### config.mk
export PLATFORM = sky130hd
export DESIGN_NAME = lp_book_lam
export DESIGN_NICKNAME = d
export VERILOG_FILES = /design/src/rtl/lp_book_pkg.sv /design/src/rtl/lp_edge_sync.sv /design/src/rtl/lp_start_arb.sv /design/src/rtl/lp_cmd_decode.sv /design/src/rtl/lp_status_reg.sv /design/src/rtl/lp_book_lam.sv
export SDC_FILE = /design/constraint.sdc
export NUM_CORES = 1
export LEC_CHECK = 0
export ABC_AREA = 1
export BUFFER_PORTS_ARGS = -buffer_cell sky130_fd_sc_hd__buf_2
export CORE_AREA = 2 2 61 63
export CTS_BUF_LIST = sky130_fd_sc_hd__clkbuf_8
export DETAILED_ROUTE_END_ITERATION = 12
export DIE_AREA = 0 0 63 65
export MAX_ROUTING_LAYER = met4
export PLACE_DENSITY = 0.79
export SETUP_SLACK_MARGIN = 0.5
export SYNTH_ARGS = -nofsm -noshare
export SYNTH_HDL_FRONTEND = slang
export SYNTH_HIERARCHICAL = 1
export SYNTH_SLANG_ARGS = --single-unit
### constraint.sdc
create_clock -name clk -period 2.3 [get_ports clk]
set_input_delay 0.23 -clock clk [delete_from_list [all_inputs] [get_ports clk]]
set_output_delay 0.23 -clock clk [all_outputs]
set_load 0.05 [all_outputs]
### src/rtl/lp_book_pkg.sv
package lp_book_pkg;

    localparam logic [4:0] FN_READ  = 5'd0;
    localparam logic [4:0] FN_WRITE = 5'd16;
    localparam logic [4:0] FN_BOOK  = 5'd27;
    localparam logic [3:0] SA_BOOK  = 4'd0;
    localparam logic [3:0] SA_STAT  = 4'd1;
    localparam logic [3:0] SA_CTRL  = 4'd2;

    localparam int BIT_RUN  = 4;
    localparam int BIT_FIN  = 3;
    localparam int BIT_NOQ  = 2;
    localparam int BIT_NOX  = 1;
    localparam int BIT_TEN  = 0;
    localparam int BIT_LEN  = 1;

    typedef enum logic [1:0] {
        STOP_DONE = 2'd0,
        STOP_NOQ  = 2'd1,
        STOP_NOX  = 2'd2
    } stop_cause_e;

    typedef enum logic [2:0] {
        OP_NONE,
        OP_BOOK,
        OP_RD_STAT,
        OP_WR_STAT,
        OP_RD_CTRL,
        OP_WR_CTRL
    } host_op_e;

    typedef struct packed {
        logic run;
        logic fin;
        logic noq;
        logic nox;
    } run_status_t;

    typedef struct packed {
        logic trig_en;
        logic lam_en;
    } start_ctrl_t;

    function automatic host_op_e decode_op(input logic [4:0] f, input logic [3:0] a);
        host_op_e op;
        op = OP_NONE;
        if (f == FN_BOOK && a == SA_BOOK)       op = OP_BOOK;
        else if (f == FN_READ && a == SA_STAT)  op = OP_RD_STAT;
        else if (f == FN_READ && a == SA_CTRL)  op = OP_RD_CTRL;
        else if (f == FN_WRITE && a == SA_STAT) op = OP_WR_STAT;
        else if (f == FN_WRITE && a == SA_CTRL) op = OP_WR_CTRL;
        return op;
    endfunction

endpackage

### src/rtl/lp_edge_sync.sv
module lp_edge_sync #(
    parameter int WIDTH  = 8,
    parameter int STAGES = 2
) (
    input  logic             clk,
    input  logic             rst,
    input  logic [WIDTH-1:0] async_in,
    output logic [WIDTH-1:0] rise
);
    logic [STAGES-1:0][WIDTH-1:0] chain;
    logic [WIDTH-1:0]             prev;

    always_ff @(posedge clk) begin
        if (rst) begin
            chain <= '0;
            prev  <= '0;
        end else begin
            chain[0] <= async_in;
            for (int s = 1; s < STAGES; s++) begin
                chain[s] <= chain[s-1];
            end
            prev <= chain[STAGES-1];
        end
    end

    assign rise = chain[STAGES-1] & ~prev;
endmodule

### src/rtl/lp_start_arb.sv
module lp_start_arb #(
    parameter int NUM_TRIG = 7,
    parameter int CODE_W   = 3
) (
    input  logic                booked,
    input  logic                running,
    input  logic                host_go,
    input  lp_book_pkg::start_ctrl_t ctrl,
    input  logic [NUM_TRIG-1:0] trig_rise,
    input  logic                lam_rise,
    output logic                start,
    output logic [CODE_W-1:0]   start_code
);
    logic [CODE_W-1:0] lowest;
    logic              any_trig;

    always_comb begin
        lowest = '0;
        for (int i = NUM_TRIG - 1; i >= 0; i--) begin
            if (trig_rise[i]) lowest = CODE_W'(i + 1);
        end
    end

    assign any_trig = |trig_rise;

    always_comb begin
        start      = 1'b0;
        start_code = '0;
        if (booked && !running) begin
            if (host_go) begin
                start = 1'b1;
            end else if (ctrl.trig_en && any_trig) begin
                start      = 1'b1;
                start_code = lowest;
            end else if (ctrl.trig_en && ctrl.lam_en && lam_rise) begin
                start = 1'b1;
            end
        end
    end
endmodule

### src/rtl/lp_cmd_decode.sv
module lp_cmd_decode #(
    parameter int DATA_W = 8
) (
    input  logic              clk,
    input  logic              rst,
    input  logic              cmd_valid,
    input  logic [4:0]        cmd_func,
    input  logic [3:0]        cmd_sub,
    input  logic [DATA_W-1:0] cmd_wdata,
    input  lp_book_pkg::run_status_t status,
    output logic              booked,
    output lp_book_pkg::start_ctrl_t ctrl,
    output logic              stat_wr,
    output logic              rsp_valid,
    output logic              rsp_q,
    output logic [DATA_W-1:0] rsp_rdata
);
    import lp_book_pkg::*;

    host_op_e          op;
    logic              q_next;
    logic [DATA_W-1:0] rd_next;

    assign op      = cmd_valid ? decode_op(cmd_func, cmd_sub) : OP_NONE;
    assign stat_wr = (op == OP_WR_STAT) && booked;

    always_comb begin
        q_next  = 1'b0;
        rd_next = '0;
        unique case (op)
            OP_BOOK:    q_next = !booked;
            OP_WR_STAT,
            OP_WR_CTRL: q_next = booked;
            OP_RD_STAT: begin
                q_next = booked;
                if (booked) begin
                    rd_next[BIT_RUN] = status.run;
                    rd_next[BIT_FIN] = status.fin;
                    rd_next[BIT_NOQ] = status.noq;
                    rd_next[BIT_NOX] = status.nox;
                end
            end
            OP_RD_CTRL: begin
                q_next = booked;
                if (booked) begin
                    rd_next[BIT_TEN] = ctrl.trig_en;
                    rd_next[BIT_LEN] = ctrl.lam_en;
                end
            end
            default: ;
        endcase
    end

    always_ff @(posedge clk) begin
        if (rst) begin
            booked    <= 1'b0;
            ctrl      <= '0;
            rsp_valid <= 1'b0;
            rsp_q     <= 1'b0;
            rsp_rdata <= '0;
        end else begin
            rsp_valid <= cmd_valid;
            rsp_q     <= q_next;
            rsp_rdata <= rd_next;
            if (op == OP_BOOK) booked <= 1'b1;
            if (op == OP_WR_CTRL && booked) begin
                ctrl.trig_en <= cmd_wdata[BIT_TEN];
                ctrl.lam_en  <= cmd_wdata[BIT_LEN];
            end
        end
    end
endmodule

### src/rtl/lp_status_reg.sv
module lp_status_reg #(
    parameter int DATA_W = 8,
    parameter int CODE_W = 3
) (
    input  logic              clk,
    input  logic              rst,
    input  logic              start,
    input  logic [CODE_W-1:0] start_code,
    input  logic              stat_wr,
    input  logic [DATA_W-1:0] wdata,
    input  logic              stop,
    input  logic [1:0]        stop_cause,
    output lp_book_pkg::run_status_t status,
    output logic [CODE_W-1:0] code,
    output logic              start_pulse
);
    import lp_book_pkg::*;

    stop_cause_e cause;
    logic        stop_act;
    logic        set_fin, set_noq, set_nox;

    assign cause    = stop_cause_e'(stop_cause);
    assign stop_act = stop && status.run;
    assign set_fin  = stop_act && (cause == STOP_DONE);
    assign set_noq  = stop_act && (cause == STOP_NOQ);
    assign set_nox  = stop_act && (cause == STOP_NOX);

    always_ff @(posedge clk) begin
        if (rst) begin
            status      <= '0;
            code        <= '0;
            start_pulse <= 1'b0;
        end else begin
            start_pulse <= start;
            if (start) begin
                status.run <= 1'b1;
                code       <= start_code;
            end else if (stop_act) begin
                status.run <= 1'b0;
                code       <= '0;
            end
            if (set_fin)      status.fin <= 1'b1;
            else if (stat_wr) status.fin <= status.fin & wdata[BIT_FIN];
            if (set_noq)      status.noq <= 1'b1;
            else if (stat_wr) status.noq <= status.noq & wdata[BIT_NOQ];
            if (set_nox)      status.nox <= 1'b1;
            else if (stat_wr) status.nox <= status.nox & wdata[BIT_NOX];
        end
    end
endmodule

### src/rtl/lp_book_lam.sv
module lp_book_lam #(
    parameter int DATA_W   = 8,
    parameter int NUM_TRIG = 7,
    parameter int STAGES   = 2,
    localparam int CODE_W  = $clog2(NUM_TRIG + 1)
) (
    input  logic                clk,
    input  logic                rst,
    input  logic                cmd_valid,
    input  logic [4:0]          cmd_func,
    input  logic [3:0]          cmd_sub,
    input  logic [DATA_W-1:0]   cmd_wdata,
    output logic                rsp_valid,
    output logic                rsp_q,
    output logic [DATA_W-1:0]   rsp_rdata,
    input  logic [NUM_TRIG-1:0] trig_in,
    input  logic                ext_lam_in,
    output logic                seq_start,
    input  logic                seq_stop,
    input  logic [1:0]          seq_stop_cause,
    output logic [CODE_W-1:0]   trig_code,
    output logic                lam_req
);
    import lp_book_pkg::*;

    localparam int LANES = NUM_TRIG + 1;

    logic              booked;
    start_ctrl_t       ctrl;
    run_status_t       status;
    logic              stat_wr;
    logic              host_go;
    logic [LANES-1:0]  rise;
    logic              start;
    logic [CODE_W-1:0] start_code;

    lp_edge_sync #(.WIDTH(LANES), .STAGES(STAGES)) sync_i (
        .clk      (clk),
        .rst      (rst),
        .async_in ({ext_lam_in, trig_in}),
        .rise     (rise)
    );

    lp_cmd_decode #(.DATA_W(DATA_W)) dec_i (
        .clk       (clk),
        .rst       (rst),
        .cmd_valid (cmd_valid),
        .cmd_func  (cmd_func),
        .cmd_sub   (cmd_sub),
        .cmd_wdata (cmd_wdata),
        .status    (status),
        .booked    (booked),
        .ctrl      (ctrl),
        .stat_wr   (stat_wr),
        .rsp_valid (rsp_valid),
        .rsp_q     (rsp_q),
        .rsp_rdata (rsp_rdata)
    );

    assign host_go = stat_wr && cmd_wdata[BIT_RUN];

    lp_start_arb #(.NUM_TRIG(NUM_TRIG), .CODE_W(CODE_W)) arb_i (
        .booked     (booked),
        .running    (status.run),
        .host_go    (host_go),
        .ctrl       (ctrl),
        .trig_rise  (rise[NUM_TRIG-1:0]),
        .lam_rise   (rise[NUM_TRIG]),
        .start      (start),
        .start_code (start_code)
    );

    lp_status_reg #(.DATA_W(DATA_W), .CODE_W(CODE_W)) stat_i (
        .clk         (clk),
        .rst         (rst),
        .start       (start),
        .start_code  (start_code),
        .stat_wr     (stat_wr),
        .wdata       (cmd_wdata),
        .stop        (seq_stop),
        .stop_cause  (seq_stop_cause),
        .status      (status),
        .code        (trig_code),
        .start_pulse (seq_start)
    );

    assign lam_req = status.fin | status.noq | status.nox;
endmodule

==> results.py, run 1 <==
metrics = {
    "placed_design": {
        "place_hpwl_um": 2191,
        "io_buffers": 39,
        "gp_congestion": 0.8890,
    },
    "sta": {
        "setup_viol_count_final": 0,
        "final.period_utilization": 0.7025,
        "maxSlewHeadroom": 0.6532,
        "max_slew.worst_pin.slew_ps": 520.2,
        "max_clock_freq_ghz": 0.6189,
        "drv_slew": 0,
        "setup_total_negative_slack_ps": 0,
        "period_minus_slack_ps": 1616,
        "worst_hold_slack_ps": 133.2,
        "report.final.hold_viol_count": 0,
        "clock_skew_ps": 3.237,
        "grt_setup_unrepaired": "false",
    },
    "route": {
        "detail-route-antenna-nets": 0,
        "drtIter0Drc": 78,
        "drt_pass1_iterations": 4,
        "routed_wirelength_um": 3049,
        "vias_per_cell": 4.308,
        "route.vias.total": 1525,
        "post_drt_wl_per_cell_um": 8.613,
        "drc": 0,
    },
    "global_route": {
        "first_pass_grt_wire_length_um": 5133,
        "gr-total-overflow": 0,
        "groute.usage.overall": 0.1677,
        "grt_antenna_before_repair": 0,
        "maximum_number_of_pins_on_one_net_before_global_route_repair": 32,
        "grt_pass1_vias": 1357,
    },
    "setup_path": {
        "critical_path_required_ps": 2480,
        "crit_chain": "buf_2, nor2_2, nand2_2, nand2_1, nand2_1, nand2_2, nand2_2, nor3_2, nand2_1, inv_1, inv_1, nand2_1, a21oi_2, nor2_2, inv_1, nand2_1, o21ai_1",
        "critical_path_arrival_ps": 1800,
        "worstSetupStartpointType": "input port",
        "timing.reg2reg.worst_path_depth": 11,
        "worst_path_max_delay_cell": "nor3_2",
        "setup.worst_path.class": "in2reg",
        "critical_path.most_common_cell": "nand2_1",
        "crit_fanout": 4,
        "reg2reg_from": "dec_i/booked",
        "rr_endpoint": "stat_i/code[2]",
        "rrSetupSlack_ps": 790,
        "timing.critical_path.slowest_cell_delay_ps": 200,
        "endpoint_kind": "flip-flop",
    },
    "worst_hold_path": {
        "worst_hold_path.num_cells": 3,
        "worstHoldPathType": "in2reg",
        "timing.hold.worst.start": "trig_in[1]",
        "hold-path-endpoint": "sync_i/chain[1]",
    },
    "synth": {
        "synth_sequential_area_ratio": 0.4722,
        "synth_warnings": 6,
        "cell_area_after_technology_mapping_um2": 1780,
        "post_synthesis_mean_instance_area_um2": 6.901,
        "yosys_register_bits": 42,
        "netlist_instances": 258,
        "number_of_distinct_library_cell_variants_in_the_gate_level_netlist_after_synthesis": 21,
    },
    "power_and_ir_drop": {
        "powerDensity_nw_per_um2": 662.4,
        "leakage_nw": 1.153,
        "vdd_drop_max_v": 0.0005116,
    },
    "clock_network": {
        "tritoncts.num_buffers": 5,
        "ctsHoldBuffers": 0,
        "cts.path.max_buffers": 2,
        "clock_insertion_delay_worst_skew_ps": 290,
        "cts_num_sinks": 42,
        "htree_num_levels": 2,
        "clk_pin_slew_ps": 80,
        "cts_tree": "yes",
        "cts_root_buffer": "clkbuf_8",
    },
    "status": {
        "run_status": "finished, final reports clean",
    },
    "cells_and_area": {
        "layout.filler_cells": 334,
        "seqCellArea_um2": 840.8,
        "multi_input_logic_area_um2": 664.4,
        "mostFrequentLayoutCells": "inv_1 (62), nor2_1 (54), nand2_1 (47), dfxtp_1 (42), buf_2 (39)",
        "layout-area-overhead-vs-synth_pct": 21.08,
        "layout.cells.most_common": "inv_1",
        "antennaDiodeCount": 0,
        "layout-drive-gt1-share": 0.2582,
        "design.final.nets": 336,
    },
    "die": {
        "die_width_um": 63,
        "fp.dieArea_um2": 4095,
        "die_h_um": 65,
        "design.core.area_um2": 3496,
        "placement_rows": 22,
        "initial_utilization": 0.5093,
        "design.portCount": 46,
    },
    "run": {
        "cap_viol_max_count": 0,
    },
}
[layer usage]
layer  track usage  wire (µm)  up-vias
met5             -          0        -
met2        0.2926       1564       43
met1        0.1645       1229      655
met3       0.05382        197        6
met4       0.09722         56        0
li1              -          -      821
[power by group]
| group | total [mW] | switching (mW) | internal (mW) |
|---|---|---|---|
| clock | 0.564 | 0.245 | 0.319 |
| combinational | 0.115 | 0.0754 | 0.0399 |
| sequential | 0.748 | 0.00407 | 0.744 |
| total | 1.43 | 0.325 | 1.10 |
[worst max-delay path by stage]
stage,startpoint,end,slack [ps],cells after the start
final,cmd_sub[3],stat_i/code[2],680,17
after global routing,cmd_func[0],stat_i/code[2],490,17
after CTS,cmd_sub[3],stat_i/code[2],520,17
after detailed placement,cmd_sub[3],stat_i/code[2],210,17
after global placement,cmd_sub[3],stat_i/code[0],310,17
after floorplan,cmd_sub[3],stat_i/code[0],500,16
[stage by stage]
| stage | worst slack (ps) | instances | power [mW] | utilization | instance area (µm²) |
|---|---|---|---|---|---|
| after global routing | 485.6 | 354 | 1.493 | 0.6167 | 2156 |
| after floorplan | 504.8 | 260 | 0.8452 | - | 1788 |
| final | 684.2 | 354 | 1.428 | 0.6167 | 2156 |
| after detailed placement | 207.0 | 343 | 0.8794 | 0.5737 | 2006 |
| after CTS | 517.1 | 351 | 1.444 | 0.6052 | 2116 |
| after global placement | 313.3 | 343 | 0.8749 | 0.5737 | 2006 |
[cell type report]
type,instances,area share
well taps,48,0.02786
multi-input cells,145,0.3082
clock buffers,5,0.03192
flip-flops and latches,42,0.3900
inverters,68,0.1184
clock inverters,3,0.01915
repair buffers,43,0.1045
[logic make-up (layout without fill, tap and decap cells)]
| group | Yosys count | count (layout) | synth area share |
|---|---|---|---|
| AND/OR/NAND/NOR | 130 | 130 | 0.3190 |
| buffers and inverters | 73 | 119 | 0.1687 |
| flip-flops | 42 | 42 | 0.4722 |
| AO/OA/AOI/OAI | 12 | 12 | 0.03795 |
| other | 1 | 3 | 0.002106 |
[state kept, by name (all words and copies together), names as in the netlist]
register / cells
dec_i/booked: 1
stat_i/start_pulse: 1
dec_i/rsp_rdata: 5
dec_i/rsp_q: 1
stat_i/status: 4
dec_i/rsp_valid: 1
sync_i/prev: 8
stat_i/code: 3
sync_i/chain: 16
dec_i/ctrl: 2
[cells in the mapped netlist, drive strengths merged]
library cell | number | area [µm²]
conb | 1 | 3.750
nor3b | 1 | 7.510
nand2 | 54 | 217.7
nand4 | 3 | 18.77
buf | 5 | 45.04
a21oi | 7 | 42.54
dfxtp | 42 | 840.8
o21ai | 5 | 25.02
nor2 | 62 | 247.7
nor3 | 2 | 21.27
nand3 | 8 | 55.05
inv | 68 | 255.3
[critical path: cells and delay by family]
family                 cells  cell delay [ps]
AOI/OAI and AO/OA          2              130
buffers and inverters      4              300
and+or+nand+nor           11             1150
[timing repair]
item,in CTS,in global routing
setup endpoints to repair,0,5
setup buffers,0,3
gates resized for setup,0,6
Note: power is estimated with default switching activity, not from simulation.
==> run 2: changes to the inputs <==
Settings changed: CORE_AREA 2 2 61 63 to 2 2 64 66, DIE_AREA 0 0 63 65 to 0 0 66 68, PLACE_DENSITY 0.79 to 0.75.
Clock period 2.3 ns to 1.4 ns, I/O delays scaled along.
==> run 2 against run 1 <==
The flow now finishes with violations (negative setup slack). Die area grew 9.6%. Design area up 25%. Routed wire length increased by 32%. Register-to-register slack worse by 780 ps. Via count is 11% higher. Global-route usage rose by 1.3 points. Combinational power increased by 130%. Final cell count is 7.6% higher. Critical path type unchanged. Critical endpoint unchanged. Largest cell class unchanged. Largest power group unchanged.
==> results.py, run 2 (synthesis gave the netlist of run 1 again) <==
metrics = {
    "status": {
        "run_status": "finished, violations left",
        "failing_checks": "negative setup slack",
    },
    "setup_path": {
        "timing.reg2reg.worst_path_depth": 11,
        "reg2reg_from": "dec_i/booked",
        "critical_path.most_common_cell": "nand2_2",
        "worst_path_max_delay_cell": "nor3_4",
        "rrSetupSlack_ps": 10,
        "timing.critical_path.slowest_cell_delay_ps": 200,
        "endpoint_kind": "flip-flop",
        "worst_path_dominant_cell_family": "simple AND/OR/NAND/NOR gates",
        "setup.worst_path.end": "stat_i/code[2]",
        "critical_path.n_buffers_inverters": 5,
        "worstSetupStartpointType": "input port",
        "worstSetupPathDepth": 19,
        "setup.worst_path.class": "in2reg",
        "crit_start": "cmd_sub[1]",
        "critical_path_required_ps": 1630,
        "crit_chain": "buf_4, inv_6, nor2_4, nand2_2, nand2_2, nand2_2, nand2_4, nand2_4, nor3_4, nand2_1, inv_2, inv_2, nand2_2, a21oi_2, nor2_2, nand2_2, inv_2, nand2_1, o21ai_1",
        "rr_endpoint": "stat_i/code[1]",
        "crit_fanout": 4,
        "critical_path_arrival_ps": 1700,
    },
    "sta": {
        "drv_slew": 0,
        "grt_setup_unrepaired": "true",
        "max_clock_freq_ghz": 0.6826,
        "period_minus_slack_ps": 1465,
        "setup_viol_count_final": 5,
        "clock_skew_ps": 4.977,
        "fin_ws_ps": -65.09,
        "worst_hold_slack_ps": 35.62,
        "report.final.hold_viol_count": 0,
        "final.period_utilization": 1.046,
    },
    "power_and_ir_drop": {
        "p_sw_uw": 618.5,
        "vdd_drop_max_v": 0.0006645,
        "leakage_nw": 1.360,
        "sequential_power_share": 0.530,
        "internal_power_mw": 1.703,
        "p_comb_frac": 0.113,
        "share_clk_of_total_power": 0.357,
        "switching_share": 0.2664,
        "powerDensity_nw_per_um2": 860.7,
    },
    "route": {
        "detail-route-antenna-nets": 0,
        "post_drt_wl_per_cell_um": 10.59,
        "route.vias.total": 1695,
        "met1Wirelength_um": 1577,
        "met2WireLength_um": 2163,
        "route.met3.wl_um": 187,
        "drtIter0Drc": 80,
        "top_routing_layer_used": "met4",
        "drc": 0,
        "routed_wirelength_um": 4035,
        "vias_per_cell": 4.449,
        "drt_pass1_iterations": 4,
    },
    "global_route": {
        "grt_antenna_before_repair": 0,
        "first_pass_grt_wire_length_um": 5940,
        "maximum_number_of_pins_on_one_net_before_global_route_repair": 23,
        "grt_pass1_vias": 1537,
        "groute.usage.overall": 0.1804,
        "gr-total-overflow": 0,
    },
    "clock_network": {
        "cts_root_buffer": "clkbuf_8",
        "tritoncts.num_buffers": 5,
        "cts_tree": "yes",
        "cts.path.max_buffers": 2,
        "cts_num_sinks": 42,
        "clock_insertion_delay_worst_skew_ps": 300,
        "htree_num_levels": 2,
        "clk_pin_slew_ps": 90,
    },
    "cells_and_area": {
        "mostFrequentLayoutCells": "inv_1 (53), nor2_1 (46), nand2_1 (34), dfxtp_1 (27), buf_4 (25)",
        "layout-drive-gt1-share": 0.4743,
        "largestRegisters": "sync_i/chain: 16 flops, sync_i/prev: 8 flops, dec_i/rsp_rdata: 5 flops",
        "design.final.nets": 361,
        "final_cell_count_no_fill": 381,
        "largest_register_ff_count": 16,
        "max_flop_register": "sync_i/chain",
        "layout-area-overhead-vs-synth_pct": 51.51,
        "layout.cells.most_common": "inv_1",
        "antennaDiodeCount": 0,
    },
    "placed_design": {
        "gp_congestion": 0.7875,
        "place_hpwl_um": 2411,
        "dpl.cell_count": 356,
        "io_buffers": 39,
    },
    "run": {
        "cap_viol_max_count": 0,
    },
    "die": {
        "placement_rows": 23,
        "die_h_um": 68,
        "design.portCount": 46,
        "initial_utilization": 0.4617,
        "fp.dieArea_um2": 4488,
        "design.core.area_um2": 3856,
        "die_width_um": 66,
    },
    "worst_hold_path": {
        "worstHoldPathType": "in2reg",
    },
}
## run 2: layout make-up
| class | count | area (µm²) |
|---|---|---|
| multi-input combinational | 145 | 829.5 |
| inverter | 68 | 262.8 |
| clock buffer | 5 | 68.82 |
| clock inverter | 3 | 28.78 |
| timing repair buffer | 68 | 585.6 |
| tap | 50 | 62.56 |
| sequential | 42 | 859.6 |
| fill | 297 | 1159 |
## run 2: routing by layer
metal / global-route usage / vias to the layer above
li1: - / 872
met3: 0.05592 / 11
met4: 0.07908 / 0
met1: 0.1786 / 770
met2: 0.3283 / 42
met5: - / -
## run 2: how the worst min path moves through the flow
stage                     startpoint               end  slack, ps  cells past startpoint
after floorplan                  rst  stat_i/status[0]        210                      1
after global placement    trig_in[3]   sync_i/chain[3]        340                      3
after detailed placement  ext_lam_in   sync_i/chain[7]        350                      3
after CTS                 trig_in[3]   sync_i/chain[3]         20                      3
after global routing      trig_in[4]   sync_i/chain[4]         30                      3
final                     trig_in[3]   sync_i/chain[3]         40                      3
## run 2: what timing repair did
action,CTS,global route
hold buffers,0,0
gates resized for setup,54,60
buffers inserted,10,7
pin swaps,17,23
endpoints found under the setup margin,27,29
## run 2: worst reg2reg max path, stage by stage, from the launching register on
cell	delay [ps]
dfxtp_2	330
inv_2	80
nor3_4	50
nand2_1	70
inv_2	50
buf_4	120
buf_4	120
nor2_1	160
nand3_2	110
nor2_2	120
nand2_2	70
o21ai_2	50
## run 2: through the flow
step                      TNS, ps    util  power (mW)  cell area (µm²)  worst slack (ps)
final                      -256.7  0.6995       2.322             2698            -65.09
after global routing       -881.7  0.6995       2.436             2698            -202.9
after CTS                       0  0.6376       2.316             2459             79.95
after detailed placement    -1134  0.5568       1.472             2147            -284.3
after global placement     -924.8  0.5568       1.466             2147            -232.0
after floorplan            -271.6       -       1.394             1844            -90.54
## run 2: power groups by stage
| stage | clock [mW] | combinational, mW | sequential [mW] |
|---|---|---|---|
| after CTS | 0.855 | 0.231 | 1.23 |
| after detailed placement | 0 | 0.215 | 1.26 |
| after floorplan | 0 | 0.132 | 1.26 |
| after global routing | 0.911 | 0.292 | 1.23 |
| final | 0.828 | 0.263 | 1.23 |
| after global placement | 0 | 0.209 | 1.26 |
